<file path="src/rtl/sup_pkg.sv">
package sup_pkg;

    typedef enum logic [2:0] {
        ST_LOCKOUT   = 3'd0,
        ST_DELAY     = 3'd1,
        ST_WAIT_BO   = 3'd2,
        ST_SOFTSTART = 3'd3,
        ST_RUN       = 3'd4,
        ST_BO_OFF    = 3'd5
    } seq_state_e;

    typedef enum logic [1:0] {
        LIM_ZERO = 2'd0,
        LIM_RAMP = 2'd1,
        LIM_FULL = 2'd2
    } limit_mode_e;

    typedef struct packed {
        logic discharge;
        logic switching;
    } seq_drive_t;

    function automatic seq_drive_t drive_of(seq_state_e s);
        seq_drive_t d;
        d.switching = (s == ST_SOFTSTART) || (s == ST_RUN);
        d.discharge = !d.switching;
        return d;
    endfunction

    function automatic limit_mode_e limit_of(seq_state_e s);
        case (s)
            ST_SOFTSTART: return LIM_RAMP;
            ST_RUN:       return LIM_FULL;
            default:      return LIM_ZERO;
        endcase
    endfunction

endpackage

</file>
<file path="src/rtl/sup_delay_timer.sv">
module sup_delay_timer #(
    parameter int DELAY_CYCLES = 6000000
) (
    input  logic clk,
    input  logic rst,
    input  logic run,
    output logic expired
);
    generate
        if (DELAY_CYCLES <= 1) begin : g_short
            assign expired = run;
        end else begin : g_count
            localparam int CNT_W = $clog2(DELAY_CYCLES + 1);
            localparam logic [CNT_W-1:0] LAST = CNT_W'(DELAY_CYCLES - 1);
            logic [CNT_W-1:0] cnt;

            always_ff @(posedge clk) begin
                if (rst || !run) begin
                    cnt <= '0;
                end else if (cnt != LAST) begin
                    cnt <= cnt + 1'b1;
                end
            end

            assign expired = run && (cnt == LAST);

            AST_TIMER_BOUND: assert property (@(posedge clk) disable iff (rst)
                cnt <= LAST);
        end
    endgenerate
endmodule

</file>
<file path="src/rtl/sup_ctrl_fsm.sv">
module sup_ctrl_fsm
    import sup_pkg::*;
(
    input  logic       clk,
    input  logic       rst,
    input  logic       supply_ok,
    input  logic       brownout_ok,
    input  logic       ramp_done,
    input  logic       delay_en,
    input  logic       delay_expired,
    output seq_state_e state,
    output logic       bo_clear_pulse
);
    seq_state_e nxt;

    always_comb begin
        nxt = state;
        if (!supply_ok) begin
            nxt = ST_LOCKOUT;
        end else begin
            case (state)
                ST_LOCKOUT:   nxt = delay_en ? ST_DELAY : ST_WAIT_BO;
                ST_DELAY:     if (delay_expired) nxt = ST_WAIT_BO;
                ST_WAIT_BO:   if (brownout_ok) nxt = ST_SOFTSTART;
                ST_SOFTSTART: begin
                    if (!brownout_ok)   nxt = ST_BO_OFF;
                    else if (ramp_done) nxt = ST_RUN;
                end
                ST_RUN:       if (!brownout_ok) nxt = ST_BO_OFF;
                ST_BO_OFF:    if (brownout_ok) nxt = ST_SOFTSTART;
                default:      nxt = ST_LOCKOUT;
            endcase
        end
    end

    always_ff @(posedge clk) begin
        if (rst) begin
            state          <= ST_LOCKOUT;
            bo_clear_pulse <= 1'b0;
        end else begin
            state          <= nxt;
            bo_clear_pulse <= (nxt == ST_BO_OFF) && (state != ST_BO_OFF);
        end
    end

    AST_RESUME_NO_DELAY: assert property (@(posedge clk) disable iff (rst)
        (state == ST_BO_OFF) && brownout_ok && supply_ok |=> state == ST_SOFTSTART);

    AST_PULSE_SINGLE: assert property (@(posedge clk) disable iff (rst)
        bo_clear_pulse |=> !bo_clear_pulse);

    AST_PULSE_IN_SHUTDOWN: assert property (@(posedge clk) disable iff (rst)
        bo_clear_pulse |-> state == ST_BO_OFF);
endmodule

</file>
<file path="src/rtl/sup_limit_scaler.sv">
module sup_limit_scaler
    import sup_pkg::*;
#(
    parameter int LVL_W = 10,
    parameter int SHIFT = 2
) (
    input  limit_mode_e      mode,
    input  logic [LVL_W-1:0] level,
    output logic [LVL_W-1:0] limit
);
    localparam logic [LVL_W-1:0] FULL_SCALE = {LVL_W{1'b1}};

    always_comb begin
        case (mode)
            LIM_RAMP: limit = level >> SHIFT;
            LIM_FULL: limit = FULL_SCALE;
            default:  limit = '0;
        endcase
    end
endmodule

</file>
<file path="src/rtl/startup_sequencer.sv">
module startup_sequencer
    import sup_pkg::*;
#(
    parameter int DELAY_CYCLES = 6000000,
    parameter int LVL_W        = 10
) (
    input  logic             clk,
    input  logic             rst,
    input  logic             supply_ok,
    input  logic             brownout_ok,
    input  logic             ramp_done,
    input  logic             delay_en,
    input  logic [LVL_W-1:0] ramp_level,
    output logic             ramp_discharge,
    output logic             switch_en,
    output logic [LVL_W-1:0] peak_limit,
    output logic             bo_clear_pulse
);
    localparam int RAMP_SHIFT = 2;

    seq_state_e state;
    seq_drive_t drv;
    logic       delay_expired;

    sup_delay_timer #(.DELAY_CYCLES(DELAY_CYCLES)) u_timer (
        .clk     (clk),
        .rst     (rst),
        .run     (state == ST_DELAY),
        .expired (delay_expired)
    );

    sup_ctrl_fsm u_fsm (
        .clk            (clk),
        .rst            (rst),
        .supply_ok      (supply_ok),
        .brownout_ok    (brownout_ok),
        .ramp_done      (ramp_done),
        .delay_en       (delay_en),
        .delay_expired  (delay_expired),
        .state          (state),
        .bo_clear_pulse (bo_clear_pulse)
    );

    sup_limit_scaler #(.LVL_W(LVL_W), .SHIFT(RAMP_SHIFT)) u_limit (
        .mode  (limit_of(state)),
        .level (ramp_level),
        .limit (peak_limit)
    );

    assign drv            = drive_of(state);
    assign switch_en      = drv.switching;
    assign ramp_discharge = drv.discharge;

    AST_LOCKOUT_QUIET: assert property (@(posedge clk) disable iff (rst)
        !supply_ok |=> !switch_en && ramp_discharge && !bo_clear_pulse);

    AST_BO_SHUTDOWN: assert property (@(posedge clk) disable iff (rst)
        switch_en && !brownout_ok |=> !switch_en && ramp_discharge);

    AST_PULSE_AFTER_SWITCHING: assert property (@(posedge clk) disable iff (rst)
        bo_clear_pulse |-> $past(switch_en) && !switch_en);
endmodule

</file>
<file path="config.mk">
export PLATFORM = sky130hd
export DESIGN_NAME = startup_sequencer
export DESIGN_NICKNAME = d
export VERILOG_FILES = /design/src/rtl/sup_pkg.sv /design/src/rtl/sup_delay_timer.sv /design/src/rtl/sup_ctrl_fsm.sv /design/src/rtl/sup_limit_scaler.sv /design/src/rtl/startup_sequencer.sv
export SDC_FILE = /design/constraint.sdc
export NUM_CORES = 1
export LEC_CHECK = 0
export BUFFER_PORTS_ARGS = -buffer_cell sky130_fd_sc_hd__buf_2
export CAP_MARGIN = 25
export CORE_MARGIN = 4
export CORE_UTILIZATION = 54
export DETAILED_ROUTE_END_ITERATION = 6
export HOLD_SLACK_MARGIN = 0.15
export PLACE_DENSITY = 0.79
export SETUP_SLACK_MARGIN = 0.15
export SYNTH_ARGS = -nofsm -noshare
export SYNTH_HDL_FRONTEND = slang
export SYNTH_SLANG_ARGS = --single-unit
</file>
<file path="constraint.sdc">
create_clock -name clk -period 2.29 [get_ports clk]
set_input_delay 0.458 -clock clk [delete_from_list [all_inputs] [get_ports clk]]
set_output_delay 0.458 -clock clk [all_outputs]
set_load 0.02 [all_outputs]
</file>
==> out/metrics.yaml, run 1 <==
clock_tree:
  numCtsBuffers: 3
  cts_hold_buffers: 0
  cts_tree: "built"
  cts.path.max_buffers: 2
  path_clk_slew_ns: 0.13
  root_buffer: "clkbuf_4"
  clock_sinks: 27
  cts_max_level: 1
  insertion_delay_ns: 0.32
setup_path:
  end_kind: "output port"
  start_kind: "flop"
  cp.required_ns: 1.83
  crit_end: "peak_limit[0]"
  worstReg2RegStart: "u_timer.g_count.cnt[0]$_SDFFE_PP0P_"
  cp.buffers_inverters: 3
  critical_path_class: "flop to output port"
  worstSetupStartpoint: "u_fsm.state[1]$_SDFF_PP0_"
  rr_endpoint: "u_fsm.state[1]$_SDFF_PP0_"
  ff2ff_path_depth: 5
  rrSetupSlack_ns: 0.29
  max_stage_delay_ns: 0.40
  crit_chain: "inv_2 > or3_4 > inv_4 > ha_4 > a21oi_2 > nor2_1 > buf_4"
  cp_slowest_cell: "or3_4"
  crit_fanout: 8
  critPathArrivalTime_ns: 1.72
  cp.depth: 7
  critical_path.top_delay_family: "simple AND/OR/NAND/NOR gates"
floorplanning:
  die_h_um: 59.64
  fp-row-count: 18
  dieArea_mm2: 0.003557
  ioPinCount: 29
  initial_core_util: 0.5761
  die_x_um: 59.64
  core_mm2: 0.002500
placed_design:
  gp_congestion: 0.9274
  dpl.hpwl_mm: 2.252
  placed_cell_area_mm2: 0.001602
  io_buffers: 26
  place_worst_setup_slack_ns: 0.2544
  dpl.cell_count: 234
logic_synthesis:
  synth_enable_flop_cells: 0
  ys_ff_latch: 27
  synth.avg_cell_area_um2: 7.870
  syn_area_mm2: 0.001440
  synth.net_count: 203
  synthArstFlopShare: 0
  synth_top_cells_by_count: "35 x nor2_1, 27 x dfxtp_1, 16 x a21oi_1"
  syn_inst: 183
  yosys.area.top_type_share: 0.3753
  synth_area_leaders: "dfxtp_1 38%, nor2_1 9.1%, xor2_1 9.1%"
  ys_seq_area_frac: 0.3753
  yosys_warnings: 0
  ys.flop_type: "dfxtp_1"
  synth.largest_area_cell: "dfxtp_1"
  synth.distinct_cells: 34
  yosysMostFrequentCell: "nor2_1"
timing:
  fin_crit_sh: 0.9505
  slew_headroom: 0.6579
  setup_viol: 0
  postLayoutSetupSlackWorst_ns: 0.1134
  rsz0062_at_grt: "yes"
  hold-worst-slack_ns: 0.3605
  period_needed_ns: 2.177
  skew_ns: 0.004092
  slew_violations: 0
  hold_violations: 0
  worst-slew-pin-transition_ns: 0.5089
  max_freq_mhz: 459.4
  tns_ns: 0
route:
  dr.pass1.iters: 5
  drtIter0Drc: 95
  drc_errors: 0
  via_per_inst: 5.483
  post_drt_wl_per_cell_um: 13.04
  ant_nets: 0
  routed_wl_mm: 3.129
  vias: 1316
cells_and_area:
  postLayoutCellArea_mm2: 0.001715
  nNetsFinal: 231
  fillCellCount: 199
  num_antenna_cells: 0
  final_core_util: 0.6862
  areaGrowthSynthToFinish_pct: 19.11
  finalNonFillerCells: 240
  drive_gt1_frac: 0.2810
flow_run:
  drv_cap: 0
grt:
  overflow: 0
  grt_max_degree: 24
  antenna_found_initial: 0
  grt_usage: 0.1969
  grt_pass1_wl_mm: 5.416
  grt_pass1_vias: 1252
power_and_ir_drop:
  vdd_drop_max_uv: 481.7
  total_power_mw: 0.7328
  powerDensity_mw_per_mm2: 427.2
  total_leakage_power_nw: 0.6229
hold_path:
  hold_class: "input pin to flop"
run_status:
  outcome: "complete, no violations"
[where the power goes]
part | total (mW) | internal [mW] | switching, mW
registers | 0.475 | 0.473 | 0.00231
logic | 0.0562 | 0.0254 | 0.0308
clock network | 0.201 | 0.0683 | 0.133
total | 0.733 | 0.567 | 0.166
[routing by layer]
layer | part of all wire | track usage
met1 | 0.43 | 0.2336
met2 | 0.50 | 0.3426
met3 | 0.039 | 0.04139
met4 | 0.035 | 0.07595
met5 | 0 | 0
[cell families after synthesis]
family,synth area share
AOI/OAI and AO/OA,0.1095
xor gates and xnor gates,0.1156
adders and majority gates,0.03475
buffers and inverters,0.05038
DFF,0.3753
muxes,0.006951
and+or+nand+nor,0.3076
[worst register-to-register path: cells and delay by family, from the launching register on]
family / cells / cell delay [ns]
AND/OR/NAND/NOR: 3 / 1.18
flip-flops: 1 / 0.39
adder cells (fa/ha/maj): 1 / 0.20
AO/OA/AOI/OAI: 1 / 0.16
[state kept, by name, indices dropped and copies added (netlist names)]
register              count
u_fsm.state               3
u_fsm.bo_clear_pulse      1
u_timer.g_count.cnt      23
[layout by cell type, fill, tap and decap left out, drive strengths merged]
cell,instances
o22a,1
or2,3
a21oi,16
or4,1
nor3,5
buf,32
nand3b,1
nor4b,1
a211oi,2
dfxtp,27
nor4,2
or3,5
o21ai,6
xor2,15
xnor2,4
nand4,5
nand3,10
ha,4
a211o,1
o2111ai,1
nand2b,2
and3,4
nor2,36
and2,1
mux2i,1
inv,9
clkbuf,4
a31oi,1
nand2,10
[worst min path at each step]
stage               cells after the start  slack, ns                                   end                            startpoint
floorplan                               2       0.47  u_timer.g_count.cnt[17]$_SDFFE_PP0P_  u_timer.g_count.cnt[17]$_SDFFE_PP0P_
global placement                        2       0.49  u_timer.g_count.cnt[17]$_SDFFE_PP0P_  u_timer.g_count.cnt[17]$_SDFFE_PP0P_
detailed placement                      2       0.52  u_timer.g_count.cnt[22]$_SDFFE_PP0P_  u_timer.g_count.cnt[22]$_SDFFE_PP0P_
CTS                                     3       0.36       u_fsm.bo_clear_pulse$_SDFF_PP0_                             supply_ok
global route                            3       0.36       u_fsm.bo_clear_pulse$_SDFF_PP0_                             supply_ok
finish                                  3       0.36       u_fsm.bo_clear_pulse$_SDFF_PP0_                             supply_ok
[repair_timing]
item | CTS | global route
resized for setup | 19 | 7
setup endpoints to repair | 8 | 15
pin swaps | 4 | 6
cloned | 0 | 0
setup buffers | 2 | 0
[layout make-up]
class	count	area, um^2	share of cell area
well taps	30	37.54	0.02188
clock buffers	4	26.28	0.01532
inverters	9	36.28	0.02115
multi-input cells	138	870.8	0.5077
repair buffers	32	198.9	0.1160
flip-flops and latches	27	545.5	0.3180
No activity file was read; power rests on OpenSTA's default activity.
==> run 2: changes to the inputs <==
--- a/config.mk
+++ b/config.mk
@@ -9,8 +9,8 @@
 export CAP_MARGIN = 25
 export CORE_MARGIN = 4
-export CORE_UTILIZATION = 54
+export CORE_UTILIZATION = 48
 export DETAILED_ROUTE_END_ITERATION = 6
 export HOLD_SLACK_MARGIN = 0.15
-export PLACE_DENSITY = 0.79
+export PLACE_DENSITY = 0.74
 export SETUP_SLACK_MARGIN = 0.15
 export SYNTH_ARGS = -nofsm -noshare
==> constraint.sdc (replaced) <==
create_clock -name clk -period 1.8 [get_ports clk]
set_input_delay 0.36 -clock clk [delete_from_list [all_inputs] [get_ports clk]]
set_output_delay 0.36 -clock clk [all_outputs]
set_load 0.005 [all_outputs]
==> run 2 against run 1 <==
The run now ends with setup timing left. Via count increased by 8.9%. Critical path depth increased by 1. Clock power increased by 41%. Final area increased by 17%. Core utilization increased by 3.1 points. Sequential cell count unchanged. Setup slack got worse by 0.39 ns. Sequential share of layout area decreased by 4.1 points. Non-clock buffer count increased by 15. Cell count increased by 6.7%. Register-to-register slack got worse by 0.31 ns. Critical endpoint is now peak_limit[7]. Largest cell class unchanged.
==> out/metrics.yaml, run 2 (synthesis gave the netlist of run 1 again) <==
run_status:
  outcome: "finished, violations left"
  violations: "setup timing"
setup_path:
  crit_chain: "inv_2 > or3_4 > inv_2 > ha_4 > buf_12 > a21oi_2 > nor2_2 > buf_2"
  max_stage_delay_ns: 0.40
  ff2ff_path_depth: 7
  crit_fanout: 8
  critical_path.top_delay_family: "simple AND/OR/NAND/NOR gates"
  critPathArrivalTime_ns: 1.72
  cp.buffers_inverters: 4
  cp_slowest_cell: "or3_4"
  critical_path_class: "flop to output port"
  start_kind: "flop"
  rr_endpoint: "u_timer.g_count.cnt[7]$_SDFFE_PP0P_"
  critPathMostFrequentCell: "inv_2"
  end_kind: "output port"
  worstReg2RegStart: "u_timer.g_count.cnt[1]$_SDFFE_PP0P_"
  cp.required_ns: 1.44
  rrSetupSlack_ns: -0.02
  cp.depth: 8
hold_path:
  hold_class: "input pin to flop"
  min_from: "supply_ok"
  hold_end: "u_fsm.bo_clear_pulse$_SDFF_PP0_"
  hold_path_depth: 3
route:
  ant_nets: 0
  post_drt_wl_per_cell_um: 14.15
  vias: 1433
  via_per_inst: 5.598
  drtIter0Drc: 37
  routed_wl_mm: 3.622
  dr.pass1.iters: 4
  drc_errors: 0
placed_design:
  place_worst_setup_slack_ns: 0.01095
  placed_cell_area_mm2: 0.001772
  dpl.cell_count: 242
  gp_congestion: 0.7396
  dpl.hpwl_mm: 2.434
  io_buffers: 26
cells_and_area:
  postLayoutCellArea_mm2: 0.002012
  largest_reg_flops: 23
  finalNonFillerCells: 256
  num_antenna_cells: 0
  reg_top3: "u_timer.g_count.cnt (23), u_fsm.state (3), u_fsm.bo_clear_pulse (1)"
  layout_common_cells: "26 x nor2_1, 26 x buf_2, 20 x dfxtp_1"
  areaGrowthSynthToFinish_pct: 39.70
  nNetsFinal: 246
  top_register: "u_timer.g_count.cnt"
  drive_gt1_frac: 0.4711
clock_tree:
  cts.path.max_buffers: 2
  clock_sinks: 27
  path_clk_slew_ns: 0.15
  root_buffer: "clkbuf_4"
  cts_tree: "built"
  cts_max_level: 1
  numCtsBuffers: 3
  insertion_delay_ns: 0.35
timing:
  max_freq_mhz: 481.0
  hold_violations: 0
  period_needed_ns: 2.079
  slew_violations: 0
  postLayoutSetupSlackWorst_ns: -0.2791
  rsz0062_at_grt: "yes"
  hold-worst-slack_ns: 0.2566
  tns_ns: -2.558
  skew_ns: 0.01290
  worst-slew-pin-transition_ns: 0.3453
  slew_headroom: 0.7666
  fin_crit_sh: 1.155
  setup_viol: 13
grt:
  antenna_found_initial: 0
  overflow: 0
  grt_usage: 0.1855
  grt_pass1_vias: 1370
  grt_pass1_wl_mm: 6.030
  grt_max_degree: 24
power_and_ir_drop:
  total_leakage_power_nw: 0.7315
  vdd_drop_max_uv: 310.7
  powerDensity_mw_per_mm2: 481.3
floorplanning:
  initial_core_util: 0.5134
  core_mm2: 0.002805
  fp-row-count: 19
  die_h_um: 62.78
  ioPinCount: 29
  dieArea_mm2: 0.003941
  die_x_um: 62.78
flow_run:
  drv_cap: 0
==> run 2: changes by cell type in the layout (fill, tap and decap cells not counted), sizes merged <==
cell / previous run / this run
clkinvlp: 0 / 1
clkbuf: 4 / 3
buf: 32 / 47
==> run 2: final cells by class <==
type / count / area [um^2]
multi-input combinational: 138 / 1030
fill: 213 / 793.3
sequential: 27 / 556.8
timing repair buffer: 47 / 322.8
tap: 31 / 38.79
inverter: 9 / 33.78
clock buffer: 3 / 22.52
clock inverter: 1 / 7.507
==> run 2: timing repair <==
item                                    in CTS  in global routing
endpoints found under the setup margin      23                 38
setup buffers                                4                  6
pin swaps                                   16                 17
gates resized for setup                     16                 20
gates cloned                                 0                  0
hold buffers                                 0                  0
==> run 2: worst max path at each step <==
| stage | start | to |
|---|---|---|
| 2_1_floorplan | u_fsm.state[2]$_SDFF_PP0_ | peak_limit[1] |
| 3_3_place_gp | u_timer.g_count.cnt[12]$_SDFFE_PP0P_ | u_timer.g_count.cnt[1]$_SDFFE_PP0P_ |
| 3_5_place_dp | u_fsm.state[0]$_SDFF_PP0_ | peak_limit[2] |
| 4_1_cts | u_fsm.state[1]$_SDFF_PP0_ | peak_limit[5] |
| 5_1_grt | u_fsm.state[1]$_SDFF_PP0_ | peak_limit[2] |
| 6_report | u_fsm.state[1]$_SDFF_PP0_ | peak_limit[7] |
==> run 2: worst min-delay path: cells and delay by family <==
family / cells / cell delay, ns
AND/OR/NAND/NOR: 2 / 0.10
buffers and inverters: 1 / 0.10
==> run 2: per-stage QoR <==
| stage | total power, mW | util |
|---|---|---|
| floorplan | 0.6565 | - |
| global placement | 0.6828 | 0.6316 |
| detailed placement | 0.6867 | 0.6316 |
| CTS | 0.9592 | 0.6735 |
| global route | 1.002 | 0.7172 |
| finish | 0.9683 | 0.7172 |
==> run 2: power by group <==
group	internal (mW)	switching, mW	total, mW
sequential	0.598	0.00337	0.602
clock	0.0855	0.199	0.284
combinational	0.0375	0.0451	0.0826
==> run 2: routing by layer <==
layer	track usage	vias to the layer above	share of wire
met1	0.2265	686	0.44
met3	0.03777	7	0.044
li1	-	704	-
met4	0.05785	0	0.019
met2	0.3249	36	0.49
met5	0	-	0
==> run 3: changes to the inputs <==
SKIP_CTS_REPAIR_TIMING = 1   (was unset)
==> run 3 against run 2 <==
The run still ends with setup timing left. Final area down 3.7%. Maximum frequency hardly changed. Critical path type unchanged. First-iteration DRC count rose by 49%. Die area unchanged. Largest cell class unchanged.
==> out/metrics.yaml, run 3 (synthesis gave the netlist of run 1 again) <==
floorplanning:
  ioPinCount: 29
  die_x_um: 62.78
  die_h_um: 62.78
  core_mm2: 0.002805
  dieArea_mm2: 0.003941
  initial_core_util: 0.5134
  fp-row-count: 19
grt:
  grt_pass1_vias: 1347
  overflow: 0
  grtUsageMet2: 0.2903
  antenna_found_initial: 0
  grt_pass1_wl_mm: 5.692
  grt_util_met3: 0.03237
  met1_usage: 0.2199
  grt_usage: 0.1730
  grt_max_degree: 24
  gr-max-usage-layer: "met2"
route:
  vias: 1383
  drc_errors: 0
  routed_wl_mm: 3.432
  dr.pass1.iters: 4
  via_per_inst: 5.510
  ant_nets: 0
  drtIter0Drc: 55
  post_drt_wl_per_cell_um: 13.67
placed_design:
  gp_congestion: 0.7396
  placed_cell_area_mm2: 0.001772
  io_buffers: 26
  dpl.hpwl_mm: 2.434
setup_path:
  crit_fanout: 8
  cp_slowest_cell: "or3_4"
  cp.required_ns: 1.44
  critical_path_class: "flop to output port"
  worstSetupStartpoint: "u_fsm.state[1]$_SDFF_PP0_"
  start_kind: "flop"
  rrSetupSlack_ns: -0.03
  ff2ff_path_depth: 6
  max_stage_delay_ns: 0.42
  end_kind: "output port"
  crit_chain: "inv_2 > or3_4 > inv_4 > ha_4 > buf_12 > a21oi_2 > nor2_2 > buf_2"
  critPathArrivalTime_ns: 1.72
  crit_end: "peak_limit[7]"
  worstReg2RegStart: "u_timer.g_count.cnt[0]$_SDFFE_PP0P_"
  rr_endpoint: "u_timer.g_count.cnt[1]$_SDFFE_PP0P_"
power_and_ir_drop:
  total_power_mw: 0.9497
  vdd_drop_max_uv: 301.3
  powerDensity_mw_per_mm2: 490.3
  total_leakage_power_nw: 0.7011
timing:
  fin_crit_sh: 1.155
  period_needed_ns: 2.079
  skew_ns: 0.004322
  slew_violations: 0
  slew_headroom: 0.7552
  rsz0062_at_grt: "yes"
  tns_ns: -2.385
  max_freq_mhz: 481.0
  postLayoutSetupSlackWorst_ns: -0.2792
  hold_violations: 0
  setup_viol: 13
  worst-slew-pin-transition_ns: 0.3621
clock_tree:
  cts_max_level: 1
  clock_sinks: 27
  cts.path.max_buffers: 2
  root_buffer: "clkbuf_4"
  cts_tree: "built"
  numCtsBuffers: 3
  path_clk_slew_ns: 0.14
  insertion_delay_ns: 0.32
hold_path:
  hold_class: "input pin to flop"
  hold_path_depth: 3
flow_run:
  drv_cap: 0
cells_and_area:
  nNetsFinal: 241
  areaGrowthSynthToFinish_pct: 34.49
  final_common_cell: "nor2_1"
  postLayoutCellArea_mm2: 0.001937
  largest_reg_flops: 23
  reg_top3: "u_timer.g_count.cnt (23), u_fsm.state (3), u_fsm.bo_clear_pulse (1)"
  layout_common_cells: "27 x nor2_1, 26 x buf_2, 20 x dfxtp_1"
  num_antenna_cells: 0
  drive_gt1_frac: 0.4364
  top_register: "u_timer.g_count.cnt"
  final_core_util: 0.6905
run_status:
  violations: "setup timing"
  outcome: "finished, violations left"
run 3: metrics by stage:
step                setup WS (ns)  hold WS, ns  instances
CTS                       -0.3691       0.2615        246
detailed placement        0.01095       0.5104        242
floorplan                 0.07204       0.4722        183
finish                    -0.2792       0.2748        251
global placement          0.06273       0.4884        242
global route              -0.3782       0.2623        251
run 3: per-layer routing:
| layer | vias to the layer above | share of wire |
|---|---|---|
| li1 | 690 | - |
| met3 | 4 | 0.037 |
| met5 | - | 0 |
| met2 | 34 | 0.50 |
| met4 | 0 | 0.014 |
| met1 | 655 | 0.44 |
run 3: worst min-delay path by stage:
stage | end | start
4_1_cts | u_fsm.bo_clear_pulse$_SDFF_PP0_ | supply_ok
6_report | u_fsm.bo_clear_pulse$_SDFF_PP0_ | supply_ok
3_5_place_dp | u_timer.g_count.cnt[17]$_SDFFE_PP0P_ | u_timer.g_count.cnt[17]$_SDFFE_PP0P_
3_3_place_gp | u_timer.g_count.cnt[21]$_SDFFE_PP0P_ | u_timer.g_count.cnt[21]$_SDFFE_PP0P_
5_1_grt | u_fsm.bo_clear_pulse$_SDFF_PP0_ | supply_ok
2_1_floorplan | u_timer.g_count.cnt[17]$_SDFFE_PP0P_ | u_timer.g_count.cnt[17]$_SDFFE_PP0P_
run 3: cell type report:
class | instances | area, um^2
inverters | 9 | 36.28
well taps | 31 | 38.79
fillers | 225 | 868.3
repair buffers | 42 | 266.5
multi-input cells | 138 | 1011
clock inverters | 1 | 7.507
flip-flops and latches | 27 | 554.3
clock buffers | 3 | 22.52
run 3: worst max-delay path, delay by kind of cell, from the launching register on:
kind	cells	cell delay (ns)
simple gates	2	0.51
flops	1	0.36
buf+inv	4	0.35
fa+ha+maj	1	0.13
compound gates	1	0.05
run 3: power by group:
part	leakage, nW	internal (mW)	switching, mW
registers	0.222	0.600	0.00284
clock network	0.0139	0.0849	0.181
logic	0.465	0.0362	0.0457
total	0.701	0.721	0.229
